### src/rtl/ctl_port_pkg.sv
package ctl_port_pkg;
  localparam int DW       = 8;
  localparam int NUM_WREG = 8;
  localparam int WIDX     = $clog2(NUM_WREG);
  localparam int CW       = $clog2(DW) + 1;
  localparam int MASK_SLOT = 7;

  localparam logic [DW-1:0] ADDR_RESET = 8'h01;
  localparam logic [DW-1:0] ADDR_RXB   = 8'hE5;
  localparam logic [DW-1:0] ADDR_STAT  = 8'hE6;

  typedef enum logic [1:0] {PH_ADDR, PH_WDATA, PH_REPLY, PH_DONE} phase_t;

  typedef struct packed {
    logic            hit;
    logic [WIDX-1:0] idx;
  } wsel_t;

  function automatic wsel_t wreg_lookup(input logic [DW-1:0] a);
    wsel_t s;
    s.hit = 1'b1;
    case (a)
      8'hE0:   s.idx = WIDX'(0);
      8'hE1:   s.idx = WIDX'(1);
      8'hE2:   s.idx = WIDX'(2);
      8'hE3:   s.idx = WIDX'(3);
      8'hE4:   s.idx = WIDX'(4);
      8'hE7:   s.idx = WIDX'(5);
      8'hE8:   s.idx = WIDX'(6);
      8'hEE:   s.idx = WIDX'(7);
      default: begin s.hit = 1'b0; s.idx = '0; end
    endcase
    return s;
  endfunction
endpackage

### src/rtl/ctl_port_sync.sv
module ctl_port_sync #(
  parameter int          W       = 3,
  parameter int          STAGES  = 2,
  parameter logic [W-1:0] RST_VAL = '0
) (
  input  logic         clk_i,
  input  logic         rst_ni,
  input  logic [W-1:0] d_i,
  output logic [W-1:0] q_o
);
  logic [W-1:0] stg_q [STAGES];

  for (genvar s = 0; s < STAGES; s++) begin : g_stage
    always_ff @(posedge clk_i or negedge rst_ni) begin
      if (!rst_ni)  stg_q[s] <= RST_VAL;
      else if (s == 0) stg_q[s] <= d_i;
      else          stg_q[s] <= stg_q[(s == 0) ? 0 : s-1];
    end
  end

  assign q_o = stg_q[STAGES-1];
endmodule

### src/rtl/ctl_port_frame.sv
module ctl_port_frame
  import ctl_port_pkg::*;
(
  input  logic          clk_i,
  input  logic          rst_ni,
  input  logic          cs_act_i,
  input  logic          sclk_rise_i,
  input  logic          sclk_fall_i,
  input  logic          cmd_i,
  input  logic [DW-1:0] rd_data_i,
  output logic [DW-1:0] addr_o,
  output logic          wr_stb_o,
  output logic [DW-1:0] wr_data_o,
  output logic          rst_cmd_o,
  output logic          rd_req_o,
  output logic          reply_o,
  output logic          reply_oe_o
);
  phase_t        phase_q;
  logic [DW-1:0] in_sh, out_sh, in_next;
  logic [CW-1:0] cnt_q;
  logic          last_bit;

  assign in_next  = {in_sh[DW-2:0], cmd_i};
  assign last_bit = (cnt_q == CW'(DW-1));

  always_ff @(posedge clk_i or negedge rst_ni) begin
    if (!rst_ni) begin
      phase_q   <= PH_ADDR;
      in_sh     <= '0;
      out_sh    <= '0;
      cnt_q     <= '0;
      addr_o    <= '0;
      wr_stb_o  <= 1'b0;
      wr_data_o <= '0;
      rst_cmd_o <= 1'b0;
      rd_req_o  <= 1'b0;
    end else begin
      wr_stb_o  <= 1'b0;
      rst_cmd_o <= 1'b0;
      rd_req_o  <= 1'b0;
      if (rd_req_o) out_sh <= rd_data_i;
      if (!cs_act_i) begin
        phase_q <= PH_ADDR;
        cnt_q   <= '0;
      end else begin
        unique case (phase_q)
          PH_ADDR: if (sclk_rise_i) begin
            in_sh <= in_next;
            if (last_bit) begin
              cnt_q  <= '0;
              addr_o <= in_next;
              if (in_next == ADDR_RESET) begin
                rst_cmd_o <= 1'b1;
                phase_q   <= PH_DONE;
              end else if (wreg_lookup(in_next).hit) begin
                phase_q <= PH_WDATA;
              end else begin
                rd_req_o <= 1'b1;
                phase_q  <= PH_REPLY;
              end
            end else cnt_q <= cnt_q + 1'b1;
          end
          PH_WDATA: if (sclk_rise_i) begin
            in_sh <= in_next;
            if (last_bit) begin
              wr_stb_o  <= 1'b1;
              wr_data_o <= in_next;
              phase_q   <= PH_DONE;
            end else cnt_q <= cnt_q + 1'b1;
          end
          PH_REPLY: begin
            // count host samples; advance the bit after each one is taken
            if (sclk_rise_i) cnt_q <= cnt_q + 1'b1;
            else if (sclk_fall_i) begin
              if (cnt_q == CW'(DW)) phase_q <= PH_DONE;
              else if (cnt_q != '0) out_sh <= {out_sh[DW-2:0], 1'b0};
            end
          end
          default: ;
        endcase
      end
    end
  end

  assign reply_oe_o = (phase_q == PH_REPLY);
  assign reply_o    = reply_oe_o ? out_sh[DW-1] : 1'b0;
endmodule

### src/rtl/ctl_port_wregs.sv
module ctl_port_wregs
  import ctl_port_pkg::*;
(
  input  logic                   clk_i,
  input  logic                   rst_ni,
  input  logic                   wr_stb_i,
  input  logic [DW-1:0]          addr_i,
  input  logic [DW-1:0]          wr_data_i,
  input  logic                   rst_cmd_i,
  output logic [NUM_WREG*DW-1:0] cfg_o
);
  wsel_t sel;
  assign sel = wreg_lookup(addr_i);

  for (genvar i = 0; i < NUM_WREG; i++) begin : g_slot
    always_ff @(posedge clk_i or negedge rst_ni) begin
      if (!rst_ni)        cfg_o[i*DW +: DW] <= '0;
      else if (rst_cmd_i) cfg_o[i*DW +: DW] <= '0;
      else if (wr_stb_i && sel.hit && (sel.idx == WIDX'(i)))
        cfg_o[i*DW +: DW] <= wr_data_i;
    end
  end
endmodule

### src/rtl/ctl_port_status.sv
module ctl_port_status
  import ctl_port_pkg::*;
(
  input  logic          clk_i,
  input  logic          rst_ni,
  input  logic [DW-1:0] set_i,
  input  logic          rd_req_i,
  input  logic [DW-1:0] addr_i,
  input  logic [DW-1:0] rx_byte_i,
  input  logic [DW-1:0] mask_i,
  output logic [DW-1:0] rd_data_o,
  output logic [DW-1:0] flags_o,
  output logic          rd_clr_o,
  output logic          irq_no
);
  assign rd_clr_o = rd_req_i && (addr_i == ADDR_STAT);

  always_ff @(posedge clk_i or negedge rst_ni) begin
    if (!rst_ni) begin
      flags_o <= '0;
      irq_no  <= 1'b1;
    end else begin
      flags_o <= (rd_clr_o ? '0 : flags_o) | set_i;
      irq_no  <= ~|(flags_o & mask_i);
    end
  end

  always_comb begin
    unique case (addr_i)
      ADDR_STAT: rd_data_o = flags_o;
      ADDR_RXB:  rd_data_o = rx_byte_i;
      default:   rd_data_o = '0;
    endcase
  end
endmodule

### src/rtl/ctl_port_regbank.sv
module ctl_port_regbank
  import ctl_port_pkg::*;
#(
  parameter int SYNC_STAGES = 2
) (
  input  logic                   clk_i,
  input  logic                   rst_ni,
  input  logic                   sclk_i,
  input  logic                   csn_i,
  input  logic                   cmd_i,
  input  logic [DW-1:0]          flag_set_i,
  input  logic [DW-1:0]          rx_byte_i,
  output logic                   reply_o,
  output logic                   reply_oe_o,
  output logic                   irq_no,
  output logic [NUM_WREG*DW-1:0] cfg_o
);
  logic [2:0]    pins_s;
  logic          sclk_s, csn_s, cmd_s, sclk_d;
  logic          cs_act, sclk_rise, sclk_fall;
  logic [DW-1:0] addr, wr_data, rd_data, flags, mask;
  logic          wr_stb, rst_cmd, rd_req, rd_clr;

  ctl_port_sync #(.W(3), .STAGES(SYNC_STAGES), .RST_VAL(3'b010)) u_sync (
    .clk_i (clk_i),
    .rst_ni(rst_ni),
    .d_i   ({sclk_i, csn_i, cmd_i}),
    .q_o   (pins_s)
  );
  assign {sclk_s, csn_s, cmd_s} = pins_s;

  always_ff @(posedge clk_i or negedge rst_ni) begin
    if (!rst_ni) sclk_d <= 1'b0;
    else         sclk_d <= sclk_s;
  end

  assign cs_act    = !csn_s;
  assign sclk_rise = sclk_s && !sclk_d;
  assign sclk_fall = !sclk_s && sclk_d;

  ctl_port_frame u_frame (
    .clk_i      (clk_i),
    .rst_ni     (rst_ni),
    .cs_act_i   (cs_act),
    .sclk_rise_i(sclk_rise),
    .sclk_fall_i(sclk_fall),
    .cmd_i      (cmd_s),
    .rd_data_i  (rd_data),
    .addr_o     (addr),
    .wr_stb_o   (wr_stb),
    .wr_data_o  (wr_data),
    .rst_cmd_o  (rst_cmd),
    .rd_req_o   (rd_req),
    .reply_o    (reply_o),
    .reply_oe_o (reply_oe_o)
  );

  ctl_port_wregs u_wregs (
    .clk_i    (clk_i),
    .rst_ni   (rst_ni),
    .wr_stb_i (wr_stb),
    .addr_i   (addr),
    .wr_data_i(wr_data),
    .rst_cmd_i(rst_cmd),
    .cfg_o    (cfg_o)
  );

  assign mask = cfg_o[MASK_SLOT*DW +: DW];

  ctl_port_status u_status (
    .clk_i    (clk_i),
    .rst_ni   (rst_ni),
    .set_i    (flag_set_i),
    .rd_req_i (rd_req),
    .addr_i   (addr),
    .rx_byte_i(rx_byte_i),
    .mask_i   (mask),
    .rd_data_o(rd_data),
    .flags_o  (flags),
    .rd_clr_o (rd_clr),
    .irq_no   (irq_no)
  );
endmodule

### config.mk
export PLATFORM = sky130hd
export DESIGN_NAME = ctl_port_regbank
export DESIGN_NICKNAME = d
export VERILOG_FILES = /design/src/rtl/ctl_port_pkg.sv /design/src/rtl/ctl_port_sync.sv /design/src/rtl/ctl_port_frame.sv /design/src/rtl/ctl_port_wregs.sv /design/src/rtl/ctl_port_status.sv /design/src/rtl/ctl_port_regbank.sv
export SDC_FILE = /design/constraint.sdc
export NUM_CORES = 1
export LEC_CHECK = 0
export ABC_AREA = 1
export BUFFER_PORTS_ARGS = -buffer_cell sky130_fd_sc_hd__buf_4
export CAP_MARGIN = 20
export CORE_ASPECT_RATIO = 1.75
export CORE_MARGIN = 3
export CORE_UTILIZATION = 56
export CTS_CLUSTER_DIAMETER = 150
export DETAILED_ROUTE_END_ITERATION = 16
export GPL_TIMING_DRIVEN = 1
export PLACE_DENSITY_LB_ADDON = 0.12
export SYNTH_ARGS = -nofsm -noshare
export SYNTH_HDL_FRONTEND = slang
export SYNTH_SLANG_ARGS = --single-unit
### constraint.sdc
create_clock -name clk_i -period 1.96 [get_ports clk_i]
set_clock_uncertainty 0.05 [all_clocks]
set_input_delay 0.392 -clock clk_i [delete_from_list [all_inputs] [get_ports clk_i]]
set_output_delay 0.392 -clock clk_i [all_outputs]
set_load 0.05 [all_outputs]
== Word level (Yosys, flattened, before mapping) ==
Cells that the tools add are included.

* Register bits after elaboration: 120
* Bits of input ports: 21
* Output and inout port bits: 67
* Logic and storage cells: 168

* Add/sub/neg operators: 1
* Eq/ne operators: 39
* Muxes and demuxes: 67
* Bitwise operators: 3
* Reduce and logical (&&, ||, !) cells: 36

{| class="wikitable"
|+ Operators by type and width
! cell !! number
|-
| 8-bit 2-to-1 mux || 24
|-
| 8-bit == test, second input constant || 18
|-
| 4-bit 2-to-1 mux || 6
|-
| 8-bit OR reduction || 3
|-
| 1-bit 2-to-1 mux || 23
|-
| 3-bit inequality test, second input constant || 7
|-
| 3-bit case mux with 7 select lines || 1
|-
| 2-bit 2-to-1 mux || 10
|-
| 8-bit case mux with 2 select lines || 1
|-
| 2-bit nonzero test || 8
|-
| 3-bit == test, second input constant || 4
|-
| 1-bit logical AND || 12
|-
| 4-bit case mux with 3 select lines || 1
|-
| 8-bit AND || 1
|-
| 8-bit by 1-bit == test with 1-bit output, second input constant || 1
|-
| 8-bit OR || 1
|-
| 4-bit AND reduction || 2
|-
| 8-bit AND reduction || 1
|-
| 4-bit nonzero test || 2
|-
| 3-bit by 2-bit == test with 1-bit output, second input constant || 2
|-
| 3-bit by 2-bit inequality test with 1-bit output, second input constant || 2
|-
| 2-bit case mux with 3 select lines || 1
|-
| 5-bit AND reduction || 1
|-
| 4-bit by 1-bit adder with 4-bit output, second input constant || 1
|-
| other kinds (11) || 13
|}

== Longest topological paths before layout ==
Gate-level depths: netlist of run 1.

* Word-level depth: 14
* Depth in mapped cells: 11
* Gate-level depth less buffers: 11

== Hierarchy ==
A second synthesis of run 1 with hierarchy kept.

* Cells, all modules: 659
* Area total of the unflattened synthesis: 5,689.2 um^2

{| class="wikitable"
|+ Modules (own cells, without submodules)
! module !! instances !! cells an instance !! area an instance (um^2) !! sequential area each (um^2)
|-
| ctl_port_wregs || 1 || 338 || 2,847.7 || 1,601.5
|-
| ctl_port_frame || 1 || 223 || 1,966.9 || 1,001.0
|-
| ctl_port_status || 1 || 83 || 655.6 || 226.5
|-
| ctl_port_sync || 1 || 9 || 175.2 || 152.6
|-
| ctl_port_regbank || 1 || 6 || 43.8 || 25.0
|}

== Least setup slack after synthesis of run 1 ==
OpenSTA, ideal clock, no wires.

* Path type: register -> register
* Start point: reg u_frame.phase_q[0]
* End point: reg u_frame.out_sh[5]
* Setup time: 113 ps
* Arrival: 1,706 ps
* Data required time: 1,797 ps
* Path slack: 91 ps
* Stages on the path, launching flop included: 11
* Buffers on the path: 1
* Clock period less this slack: 1,869 ps
* Cell sequence: dfrtp_1 -> inv_1 -> ha_1 -> nand2_1 -> inv_1 -> nand4_1 -> clkbuf_1 -> inv_1 -> nand2_1 -> nand2_1 -> inv_1

* Word-level cells in the longest chain between the ends: 3

{| class="wikitable"
|+ RTL lines
! element !! RTL line !! RTL
|-
| start, declared || ctl_port_frame.sv:19 || <nowiki>phase_t phase_q;</nowiki>
|-
| start signal, assigned || ctl_port_frame.sv:29 || <nowiki>phase_q <= PH_ADDR;</nowiki>
|-
| start signal, assigned || ctl_port_frame.sv:44 || <nowiki>phase_q <= PH_ADDR;</nowiki>
|-
| start signal, assigned || ctl_port_frame.sv:55 || <nowiki>phase_q <= PH_DONE;</nowiki>
|-
| 2-bit == test || -- ||
|-
| net reply_oe_o || ctl_port_regbank.sv:14 || <nowiki>output logic reply_oe_o,</nowiki>
|-
| 8-bit 2-to-1 mux || ctl_port_frame.sv:47 || <nowiki>unique case (phase_q)</nowiki>
|-
| 8-bit 2-to-1 mux || ctl_port_frame.sv:43 || <nowiki>if (!cs_act_i) begin</nowiki>
|-
| end signal, assigned || ctl_port_frame.sv:42 || <nowiki>if (rd_req_o) out_sh <= rd_data_i;</nowiki>
|-
| end signal, assigned || ctl_port_frame.sv:77 || <nowiki>else if (cnt_q != '0) out_sh <= {out_sh[DW-2:0], 1'b0};</nowiki>
|-
| end, declared || ctl_port_frame.sv:20 || <nowiki>logic [DW-1:0] in_sh, out_sh, in_next;</nowiki>
|}

The timed path passes the listed nets, and every way through them passes these cells.
A chain may end at the register's enable or synchronous reset.

== Worst setup path after layout of run 1 ==
* Start point: reg u_frame.phase_q[0]
* End point: out reply_o

* Word-level cells in the longest chain between the ends: 2

{| class="wikitable"
|+ RTL lines
! element !! RTL line !! RTL
|-
| 2-bit == test || ctl_port_frame.sv:86 || <nowiki>assign reply_oe_o = (phase_q == PH_REPLY);</nowiki>
|-
| 1-bit 2-to-1 mux || ctl_port_frame.sv:87 || <nowiki>assign reply_o = reply_oe_o ? out_sh[DW-1] : 1'b0;</nowiki>
|-
| end, declared || ctl_port_regbank.sv:13 || <nowiki>output logic reply_o,</nowiki>
|}

Every way passes these cells.

==> results of run 1 <==
how the worst max path moves through the flow:
stage | start | endpoint | slack (ns) | cells after the start
finish | u_frame.phase_q[0] | reply_o | 0.14 | 5
global route | u_frame.addr_o[3] | u_wregs.cfg_o[6] | -0.04 | 9
CTS | u_frame.addr_o[3] | u_wregs.cfg_o[29] | 0.12 | 8
detailed placement | u_frame.phase_q[0] | u_frame.out_sh[4] | 0.17 | 8
global placement | u_frame.addr_o[3] | u_wregs.cfg_o[31] | 0.26 | 8
floorplan | u_frame.phase_q[0] | u_frame.out_sh[5] | 0.09 | 10
through the flow:
| stage | cells | hold slack [ns] | total power, mW | util |
|---|---|---|---|---|
| floorplan | 620 | 0.0464 | 3.41 | - |
| global placement | 820 | 0.286 | 3.69 | 0.674 |
| detailed placement | 820 | 0.290 | 3.74 | 0.674 |
| CTS | 853 | 0.0256 | 6.94 | 0.741 |
| global route | 857 | 0.0272 | 7.21 | 0.747 |
| finish | 857 | 0.0342 | 6.91 | 0.747 |
cells in the mapped netlist (all sizes together):
master,instances,area share
o31ai,1,0.0014
inv,62,0.043
ha,5,0.012
buf,8,0.0084
a21oi,7,0.0065
nand4,13,0.016
o21ai,52,0.048
clkbuf,8,0.0056
xor2,2,0.0033
o21bai,8,0.011
dfstp,3,0.015
or2,1,0.0012
o22ai,1,0.0012
nand2,197,0.14
nor2,26,0.031
a22oi,1,0.0014
nand3b,1,0.0014
nor3,5,0.0077
dfrtp,117,0.55
nand3,101,0.098
clkinv,1,0.00070
layer usage:
metal / GRT usage / wire length [um] / share of wire
met3: 0.0466 / 543 / 0.041
met4: 0.133 / 446 / 0.034
met2: 0.455 / 7410 / 0.56
met1: 0.277 / 4770 / 0.36
met5: 0 / 0 / 0
worst max-delay path: cells and delay by family (launching register included):
family,cells,cell delay [ns]
adder cells (fa/ha/maj),1,0.19
buffers and inverters,3,0.31
flip-flops,1,0.40
AND/OR/NAND/NOR,1,0.06
cell families after synthesis:
| family | after synthesis | synth area share |
|---|---|---|
| xor+xnor | 2 | 0.00326 |
| compound gates | 70 | 0.0701 |
| flops | 120 | 0.560 |
| buf+inv | 79 | 0.0580 |
| fa+ha+maj | 5 | 0.0116 |
| simple gates | 344 | 0.297 |
state kept, by name (all words and copies together), names as in the netlist:
register	count
u_status.irq_no	1
u_frame.addr_o	8
u_status.flags_o	8
u_sync.q_o	3
u_frame.wr_data_o	8
u_frame.phase_q	2
u_frame.in_sh	7
u_frame.cnt_q	4
u_frame.wr_stb_o	1
sclk_d	1
u_wregs.cfg_o	64
u_frame.rd_req_o	1
u_frame.rst_cmd_o	1
u_frame.out_sh	8
u_sync.stg_q	3
timing repair:
item | in CTS | in global routing
setup buffers | 0 | 4
hold endpoints to repair | 34 | 0
endpoints found under the setup margin | 0 | 28
resized for setup | 0 | 6
hold buffers | 1 | 0
power groups by stage:
stage          Combinational (mW)  Sequential, mW  Clock [mW]
2_1_floorplan               0.612            2.80           0
3_3_place_gp                0.866            2.83           0
3_5_place_dp                0.906            2.83           0
4_1_cts                     0.920            2.80        3.22
5_1_grt                      1.05            2.82        3.34
6_report                    0.920            2.80        3.19
area by class of cell:
class | count | area share
Timing Repair Buffer | 101 | 0.116
Sequential cell | 120 | 0.437
Inverter | 63 | 0.0344
Clock buffer | 19 | 0.0629
Clock inverter | 13 | 0.0260
Multi-Input combinational cell | 421 | 0.302
Tap cell | 120 | 0.0218
==> parameters.txt, run 1 <==
Parameter                              Value

Global route
  Largest net degree at the start of global routing    48
  Total Routing Usage GR    0.254
  Global-route wire length before repair    21.4 mm
  Via count of the first global-routing pass    ~4500
  Total congestion overflow    0
  Antenna violations before repair    0

Timing
  Final number of max-transition violations    0
  Final Worst Setup Slack    ~0.14 ns
  Unrepaired setup endpoints after global routing    yes
  Highest attainable clock frequency    0.549 GHz
  Final critical-path share of the clock period    0.929
  Relative slew slack    0.664
  Transition at the pin with the smallest max-transition slack    approximately 0.5 ns
  Setup TNS    0 ns
  Final setup violation count    0
  Clock period minus worst slack    1.82 ns
  Hold violation count in the final report    0

Power and ir drop
  Worst ir drop on vdd    954 uV
  Switch share    0.261
  Sequential power share    0.405
  Int Power    5.10 mW
  Leakage power of the design    3.73 nW
  Clock group share of total power    0.461
  Combinational fraction of design power    0.133
  Power per standard cell area    1000 nW/um2
  Net switching component of the power    1.81 mW

Routing
  Drc violations    0
  Total wire length after detailed routing    13.2 mm
  Routed vias/inst    5.40
  Count of nets left with antenna violations after detail routing    0
  TritonRoute pass-1 iters    5
  Iteration-0 DRC count of the detailed router    265
  Average routed wire per standard cell    15.4 um
  Routed vias    4631

Worst setup path
  Critical path data required time    1.52 ns
  CP cell instances    inv_1 > ha_1 > nand2_1 > inv_1 > buf_4
  Worst Setup End Kind    output pin
  Reg-to-Reg Start    u_frame.addr_o[3]
  Kind of critical path    reg -> out
  R2R Path End    u_wregs.cfg_o[33]
  Slowest stage cell on the critical path    sky130_fd_sc_hd__dfrtp_1
  Maximum cell stage delay along the critical path    0.40 ns
  Critical path's most frequent cell    sky130_fd_sc_hd__inv_1
  FF-to-FF setup slack    0.16 ns
  Startpoint Class    register
  Cell count of the worst reg-to-reg path    9
  Crit-path max FO    3
  Arrival time reported for the critical path endpoint    1.38 ns

Die
  Vert. Die Dim    136 um
  Number of rows created at floorplan    46
  Die Footprint    approximately 11000 um2
  Effective utilization at floorplan    0.583
  I/O pin count    88
  Die width    80.0 um
  Area of the core    9210 um2

Synthesis
  Sequential-to-total area share from yosys stat    0.560
  Post-synth net total    approximately 650
  Mean area per synthesized cell    8.66 um2
  Syn Inst Count    620
  Netlist area before placement    5370 um2
  Synthesized flop and latch total    120
  Synth warn    0
  Count of cell types in the netlist    36

Status
  Result of the run    complete, no violations

Clocking
  Num Clock Sinks    120
  Cell at the root of the clock tree    sky130_fd_sc_hd__clkbuf_16
  Clock tree from TritonCTS    done
  Maximum root-to-sink buffer count    2
  Clock latency on the worst-skew pair    0.41 ns
  Clock input transition at the sequential cells of the worst setup and hold paths    0.05 ns
  Total clock buffers created by CTS    17
  H-Tree Depth    4

Placed design
  Pre-CTS WS    0.173 ns
  Count of port buffers added during placement    87
  Routability Congestion    0.866
  Cell Area, Placed    6200 um2
  Sum of net half-perimeters after detailed placement    9.23 mm

Cells and area
  Layout-stage area growth over the synthesis result    28.2%
  Post-route standard cell area excluding fillers    6880 um2
  Nets    750
  Register area    3010 um2
  Share of layout cells above drive strength 1    0.220
  Filler cells    690
  Antenna diode count    0
  Commonest cells after routing, fill and taps aside    sky130_fd_sc_hd__nand2_1 (189), sky130_fd_sc_hd__dfrtp_1 (117), sky130_fd_sc_hd__nand3_1 (98)
  Area of the multi-input gates    2080 um2
  Most common library cell in the layout ignoring fill and taps    sky130_fd_sc_hd__nand2_1

Min path
  Number of cells on the worst hold path    1
  Startpoint of the lowest-slack hold path    sclk_i
  HP Class    in -> reg
  Terminating pin of the worst hold path    u_sync.stg_q[5]

Job
  Max-cap violations    0
No activity file was read; power rests on OpenSTA's default activity.
==> inputs of run 2 (changes only) <==
- CORE_ASPECT_RATIO: 1.75 -> unset
==> parameters.txt, run 2 (synthesis results as in run 1) <==
Parameter                              Value

Timing
  Clock period minus worst slack    1.90 ns (was 1.82 ns)
  Final critical-path share of the clock period    0.969 (was 0.929)
  Relative slew slack    0.638 (was 0.664)
  Post-route worst hold slack    0.0246 ns (was 0.0342 ns)
  Hold violation count in the final report    0 (unchanged)
  Unrepaired setup endpoints after global routing    yes (unchanged)
  Final number of max-transition violations    0 (unchanged)
  Highest attainable clock frequency    0.526 GHz (was 0.549 GHz)
  Final setup violation count    0 (unchanged)
  Transition at the pin with the smallest max-transition slack    0.543 ns (was 0.502 ns)

Worst setup path
  Kind of critical path    reg -> reg (was reg -> out)
  Crit-path max FO    6 (was 3)
  Critical path data required time    2.32 ns (was 1.52 ns)
  Cell count of the worst reg-to-reg path    10 (was 9)
  Arrival time reported for the critical path endpoint    2.26 ns (was 1.38 ns)
  Reg-to-Reg Start    u_frame.phase_q[0] (was u_frame.addr_o[3])
  Worst Setup End Kind    register (was output pin)
  FF-to-FF setup slack    0.06 ns (was 0.16 ns)
  Startpoint Class    register (unchanged)
  R2R Path End    u_frame.out_sh[2] (was u_wregs.cfg_o[33])

Cells and area
  Most common library cell in the layout ignoring fill and taps    sky130_fd_sc_hd__nand2_1 (unchanged)
  Flip-flop count of the largest register after layout    64 (unchanged)
  Core occupancy in the finished layout    0.748 (was 0.747)
  Layout-stage area growth over the synthesis result    29.3% (was 28.2%)
  Nets    763 (was 750)
  Largest register by flop count    u_wregs.cfg_o (unchanged)
  Filler cells    687 (was 690)
  Commonest cells after routing, fill and taps aside    sky130_fd_sc_hd__nand2_1 (190), sky130_fd_sc_hd__dfrtp_1 (117), sky130_fd_sc_hd__buf_4 (105) (was sky130_fd_sc_hd__nand2_1 (189), sky130_fd_sc_hd__dfrtp_1 (117), sky130_fd_sc_hd__nand3_1 (98))
  Share of layout cells above drive strength 1    0.232 (was 0.220)
  Antenna diode count    0 (unchanged)

Power and ir drop
  Clock group share of total power    0.429 (was 0.461)
  Power per standard cell area    962 nW/um2 (was 1000 nW/um2)
  Final total power    6.68 mW (was 6.91 mW)
  Combinational fraction of design power    0.151 (was 0.133)
  Net switching component of the power    1.90 mW (was 1.81 mW)
  Switch share    0.285 (was 0.261)
  Int Power    4.78 mW (was 5.10 mW)
  Worst ir drop on vdd    663 uV (was 954 uV)
  Sequential power share    0.419 (was 0.405)
  Leakage power of the design    3.74 nW (was 3.73 nW)

Min path
  Startpoint of the lowest-slack hold path    flag_set_i[0] (was sclk_i)
  Number of cells on the worst hold path    2 (was 1)
  Terminating pin of the worst hold path    u_status.flags_o[0] (was u_sync.stg_q[5])
  HP Class    in -> reg (unchanged)

Die
  Die Footprint    10800 um2 (about the same)
  Effective utilization at floorplan    0.578 (was 0.583)
  Number of rows created at floorplan    35 (was 46)
  Vert. Die Dim    104 um (was 136 um)
  Die width    104 um (was 80.0 um)
  I/O pin count    88 (unchanged)
  Area of the core    9280 um2 (was 9210 um2)

Routing
  TritonRoute pass-1 iters    6 (was 5)
  Topmost layer with routed signal wires    met4 (unchanged)
  Routed vias/inst    5.44 (was 5.40)
  Count of nets left with antenna violations after detail routing    0 (unchanged)
  Iteration-0 DRC count of the detailed router    280 (was 265)
  Met2 wirelength from detailed routing    6.72 mm (was 7.41 mm)
  Average routed wire per standard cell    15.7 um (was 15.4 um)
  Routed vias    4785 (was 4631)
  Sum of routed wire segments on met1    5.86 mm (was 4.77 mm)
  Routed length on met3    891 um (was 543 um)
  Drc violations    0 (unchanged)
  Total wire length after detailed routing    13.8 mm (was 13.2 mm)

Clocking
  H-Tree Depth    4 (unchanged)
  Clock input transition at the sequential cells of the worst setup and hold paths    0.06 ns (was 0.05 ns)
  Clock tree from TritonCTS    done (unchanged)
  Total clock buffers created by CTS    17 (unchanged)
  Num Clock Sinks    120 (unchanged)
  Maximum root-to-sink buffer count    2 (unchanged)
  Cell at the root of the clock tree    sky130_fd_sc_hd__clkbuf_8 (was sky130_fd_sc_hd__clkbuf_16)
  Clock latency on the worst-skew pair    0.52 ns (was 0.41 ns)

Global route
  Total Routing Usage GR    0.262 (was 0.254)
  Largest net degree at the start of global routing    53 (was 48)
  Via count of the first global-routing pass    4592 (was 4511)
  Global-route wire length before repair    22.6 mm (was 21.4 mm)
  Total congestion overflow    0 (unchanged)
  Antenna violations before repair    0 (unchanged)

Placed design
  Routability Congestion    0.930 (was 0.866)
  Sum of net half-perimeters after detailed placement    8.98 mm (was 9.23 mm)
  Count of port buffers added during placement    87 (unchanged)

Status
  Result of the run    complete, no violations (unchanged)

Job
  Max-cap violations    0 (unchanged)
run 2: cell types whose count changed in the layout (fill, tap and decap cells not counted), moves of 3 or more:
cell	before	now
sky130_fd_sc_hd__dlygate4sd3_1	1	4
sky130_fd_sc_hd__clkinv_4	1	4
sky130_fd_sc_hd__buf_4	97	105
sky130_fd_sc_hd__bufinv_16	4	1
run 2: per-stage QoR:
stage,cells,setup TNS (ns),setup slack [ns],area (um2)
2_1_floorplan,620,0,0.0906,5370
3_3_place_gp,832,0,0.182,6220
3_5_place_dp,832,0,0.111,6220
4_1_cts,869,0,0.0182,6840
5_1_grt,879,-2.75,-0.130,6950
6_report,879,0,0.0604,6950
run 2: worst max-delay path: stages, from the launching register on:
cell	delay [ns]
sky130_fd_sc_hd__dfrtp_1	0.39
sky130_fd_sc_hd__inv_2	0.08
sky130_fd_sc_hd__ha_4	0.13
sky130_fd_sc_hd__buf_4	0.09
sky130_fd_sc_hd__nand2_1	0.06
sky130_fd_sc_hd__inv_1	0.10
sky130_fd_sc_hd__nand4_1	0.27
sky130_fd_sc_hd__buf_4	0.25
sky130_fd_sc_hd__or2_2	0.26
sky130_fd_sc_hd__nand2_1	0.07
sky130_fd_sc_hd__inv_1	0.03
run 2: worst max path at each step:
stage | startpoint | slack (ns) | endpoint
global route | u_frame.addr_o[3] | -0.13 | u_wregs.cfg_o[1]
global placement | u_frame.addr_o[4] | 0.18 | u_wregs.cfg_o[30]
CTS | u_frame.phase_q[0] | 0.02 | reply_o
floorplan | u_frame.phase_q[0] | 0.09 | u_frame.out_sh[5]
detailed placement | u_frame.addr_o[4] | 0.11 | u_wregs.cfg_o[28]
finish | u_frame.phase_q[0] | 0.06 | u_frame.out_sh[2]
run 2: what timing repair did:
item / 4_1_cts / 5_1_grt
cloned: 0 / 1
hold buffers: 4 / 0
pin swaps: 0 / 2
hold endpoints to repair: 26 / 0
gates resized for setup: 4 / 7
buffers inserted: 1 / 9
endpoints found under the setup margin: 1 / 57
run 2: power groups by stage:
stage	sequential, mW	combinational [mW]	clock [mW]
after floorplan	2.80	0.612	0
after global placement	2.82	0.882	0
after detailed placement	2.83	0.912	0
after CTS	2.79	0.960	2.90
after global routing	2.82	1.15	3.01
final	2.80	1.01	2.87
run 2: metal layers:
layer  vias to the layer above  track usage
met4                         0       0.0988
met3                        34       0.0714
met2                       189        0.410
li1                       2259            -
met1                      2303        0.351
met5                         -            0
run 2: layout make-up:
class	instances	area, um2	share of cell area
Timing Repair Buffer	113	891	0.128
Multi-Input combinational cell	422	2100	0.302
Clock inverter	13	123	0.0177
Sequential cell	120	3010	0.433
Inverter	63	236	0.0340
Clock buffer	19	432	0.0622
Tap cell	129	161	0.0232
==> inputs of run 3 (changes only) <==
- PLACE_DENSITY: unset -> 0.88
- PLACE_DENSITY_LB_ADDON: 0.12 -> unset
==> parameters.txt, run 3 (synthesis results as in run 1) <==
Parameter                              Value

Status
  Result of the run    complete, no violations (unchanged)

Placed design
  Number of instances in the placed design    829 (was 832)
  Cell Area, Placed    6200 um2 (was 6220 um2)
  Routability Congestion    0.859 (was 0.930)
  Sum of net half-perimeters after detailed placement    9.36 mm (was 8.98 mm)
  Count of port buffers added during placement    87 (unchanged)
  Pre-CTS WS    0.0353 ns (was 0.111 ns)

Die
  Die width    104 um (unchanged)
  Die Footprint    10800 um2 (unchanged)
  Vert. Die Dim    104 um (unchanged)
  Area of the core    9280 um2 (unchanged)
  Effective utilization at floorplan    0.578 (unchanged)
  I/O pin count    88 (unchanged)
  Number of rows created at floorplan    35 (unchanged)

Worst setup path
  Kind of critical path    reg -> out (was reg -> reg)
  R2R Path End    u_wregs.cfg_o[60] (was u_frame.out_sh[2])
  Maximum cell stage delay along the critical path    0.40 ns (was 0.39 ns)
  Crit-path max FO    3 (was 6)
  Arrival time reported for the critical path endpoint    1.47 ns (was 2.26 ns)
  FF-to-FF setup slack    0.06 ns (about the same)
  Buffers plus inverters on the worst setup path    3 (was 5)
  Startpoint Class    register (unchanged)
  Worst Setup End Kind    output pin (was register)
  Reg-to-Reg Start    u_frame.addr_o[3] (was u_frame.phase_q[0])
  Cell count of the worst reg-to-reg path    9 (was 10)
  Critical path data required time    1.52 ns (was 2.32 ns)
  CP cell instances    inv_2 > ha_2 > nand2_1 > inv_1 > buf_6 (was inv_2 > ha_4 > buf_4 > nand2_1 > inv_1 > nand4_1 > buf_4 > or2_2 > nand2_1 > inv_1)
  Kind of cell with the highest combined delay on the critical path    flip-flops (was simple AND/OR/NAND/NOR gates)
  Slowest stage cell on the critical path    sky130_fd_sc_hd__dfrtp_1 (unchanged)

Timing
  Hold violation count in the final report    0 (unchanged)
  Relative slew slack    0.645 (was 0.638)
  Unrepaired setup endpoints after global routing    yes (unchanged)
  Final Worst Setup Slack    0.0503 ns (was 0.0604 ns)
  Highest attainable clock frequency    0.524 GHz (was 0.526 GHz)
  Post-route worst hold slack    0.0116 ns (was 0.0246 ns)
  Transition at the pin with the smallest max-transition slack    0.531 ns (was 0.543 ns)
  Final critical-path share of the clock period    0.974 (was 0.969)
  Final setup violation count    0 (unchanged)
  Setup TNS    0 ns (unchanged)
  Final number of max-transition violations    0 (unchanged)
  Clock period minus worst slack    1.91 ns (was 1.90 ns)

Power and ir drop
  Power per standard cell area    1020 nW/um2 (was 962 nW/um2)
  Final total power    7.07 mW (was 6.68 mW)
  Worst ir drop on vdd    697 uV (was 663 uV)
  Leakage power of the design    3.72 nW (was 3.74 nW)

Global route
  Via count of the first global-routing pass    5107 (was 4592)
  Total Routing Usage GR    0.289 (was 0.262)
  Total congestion overflow    0 (unchanged)
  Global-route wire length before repair    25.1 mm (was 22.6 mm)
  Largest net degree at the start of global routing    50 (was 53)
  Antenna violations before repair    0 (unchanged)

Routing
  Iteration-0 DRC count of the detailed router    592 (was 280)
  Average routed wire per standard cell    17.5 um (was 15.7 um)
  Total wire length after detailed routing    15.2 mm (was 13.8 mm)
  Routed vias/inst    5.80 (was 5.44)
  TritonRoute pass-1 iters    6 (unchanged)
  Routed vias    5043 (was 4785)
  Drc violations    0 (unchanged)
  Count of nets left with antenna violations after detail routing    0 (unchanged)

Cells and area
  Antenna diode count    0 (unchanged)
  Non-filler instance count after layout    870 (was 879)
  Layout-stage area growth over the synthesis result    29.1% (was 29.3%)
  Largest register by flop count    u_wregs.cfg_o (unchanged)
  Flip-flop count of the largest register after layout    64 (unchanged)
  Post-route standard cell area excluding fillers    6930 um2 (was 6950 um2)
  Nets    754 (was 763)
  Share of layout cells above drive strength 1    0.223 (was 0.232)
  Most common library cell in the layout ignoring fill and taps    sky130_fd_sc_hd__nand2_1 (unchanged)
  Commonest cells after routing, fill and taps aside    sky130_fd_sc_hd__nand2_1 (190), sky130_fd_sc_hd__dfrtp_1 (116), sky130_fd_sc_hd__nand3_1 (98) (was sky130_fd_sc_hd__nand2_1 (190), sky130_fd_sc_hd__dfrtp_1 (117), sky130_fd_sc_hd__buf_4 (105))
  Filler cells    585 (was 687)
  Core occupancy in the finished layout    0.746 (was 0.748)

Min path
  Terminating pin of the worst hold path    u_status.flags_o[4] (was u_status.flags_o[0])
  Number of cells on the worst hold path    2 (unchanged)
  HP Class    in -> reg (unchanged)
  Startpoint of the lowest-slack hold path    flag_set_i[4] (was flag_set_i[0])

Clocking
  Maximum root-to-sink buffer count    2 (unchanged)
  Num Clock Sinks    120 (unchanged)
  Cell at the root of the clock tree    sky130_fd_sc_hd__clkbuf_8 (unchanged)
  H-Tree Depth    4 (unchanged)
  Total clock buffers created by CTS    17 (unchanged)
  Clock input transition at the sequential cells of the worst setup and hold paths    0.06 ns (about the same)
  Clock latency on the worst-skew pair    0.53 ns (was 0.52 ns)
  Clock tree from TritonCTS    done (unchanged)

Job
  Max-cap violations    0 (unchanged)
run 3: cell count changes in the layout (fill, tap and decap cells not counted), sizes merged:
cell         delta
buf             -9
clkinvlp        -2
dlygate4sd3     +1
nor2            -1
clkbuf          -1
bufinv          +3
clkinv          +1
inv             -1
run 3: per-layer routing:
metal  global-route usage  wire length, um  up-vias
met4                0.123              553        0
li1                     -                -     2234
met5                    0                0        -
met3               0.0888             1180       66
met1                0.329             5720     2431
met2                0.506             7720      312
run 3: cell type report:
| class | count | area [um2] | area share |
|---|---|---|---|
| clock buffers | 18 | 428 | 0.0617 |
| clock inverters | 14 | 198 | 0.0285 |
| inverters | 63 | 236 | 0.0341 |
| multi-input cells | 421 | 2070 | 0.299 |
| flip-flops and latches | 120 | 3010 | 0.434 |
| well taps | 129 | 161 | 0.0233 |
| repair buffers | 105 | 830 | 0.120 |
run 3: worst register-to-register path, delay by kind of cell (launching register included):
| kind | cells | cell delay (ns) |
|---|---|---|
| AO/OA/AOI/OAI | 1 | 0.09 |
| flip-flops | 1 | 0.45 |
| buffers and inverters | 1 | 0.14 |
| AND/OR/NAND/NOR | 7 | 1.08 |
run 3: power breakdown:
group	switching (mW)	total (mW)	leakage, nW	internal [mW]
sequential	0.137	2.80	1.59	2.66
combinational	0.627	0.967	1.83	0.340
clock	1.19	3.30	0.302	2.11
run 3: how the worst max path moves through the flow:
stage / startpoint / end / slack [ns] / depth (start not counted)
floorplan: u_frame.phase_q[0] / u_frame.out_sh[5] / 0.09 / 10
global placement: u_frame.addr_o[4] / u_wregs.cfg_o[25] / 0.18 / 8
detailed placement: u_frame.addr_o[4] / u_wregs.cfg_o[27] / 0.04 / 8
CTS: u_frame.phase_q[0] / reply_o / 0.01 / 5
global route: u_frame.addr_o[0] / u_wregs.cfg_o[33] / -0.09 / 9
finish: u_frame.phase_q[0] / reply_o / 0.05 / 5
run 3: timing repair:
action                                 in CTS  in global routing
setup endpoints to repair                   1                 66
pin swaps                                   0                  1
setup buffers                               0                  4
resized for setup                           1                  6
endpoints found under the hold margin      25                  0
gates cloned                                0                  0
hold buffers                                5                  0
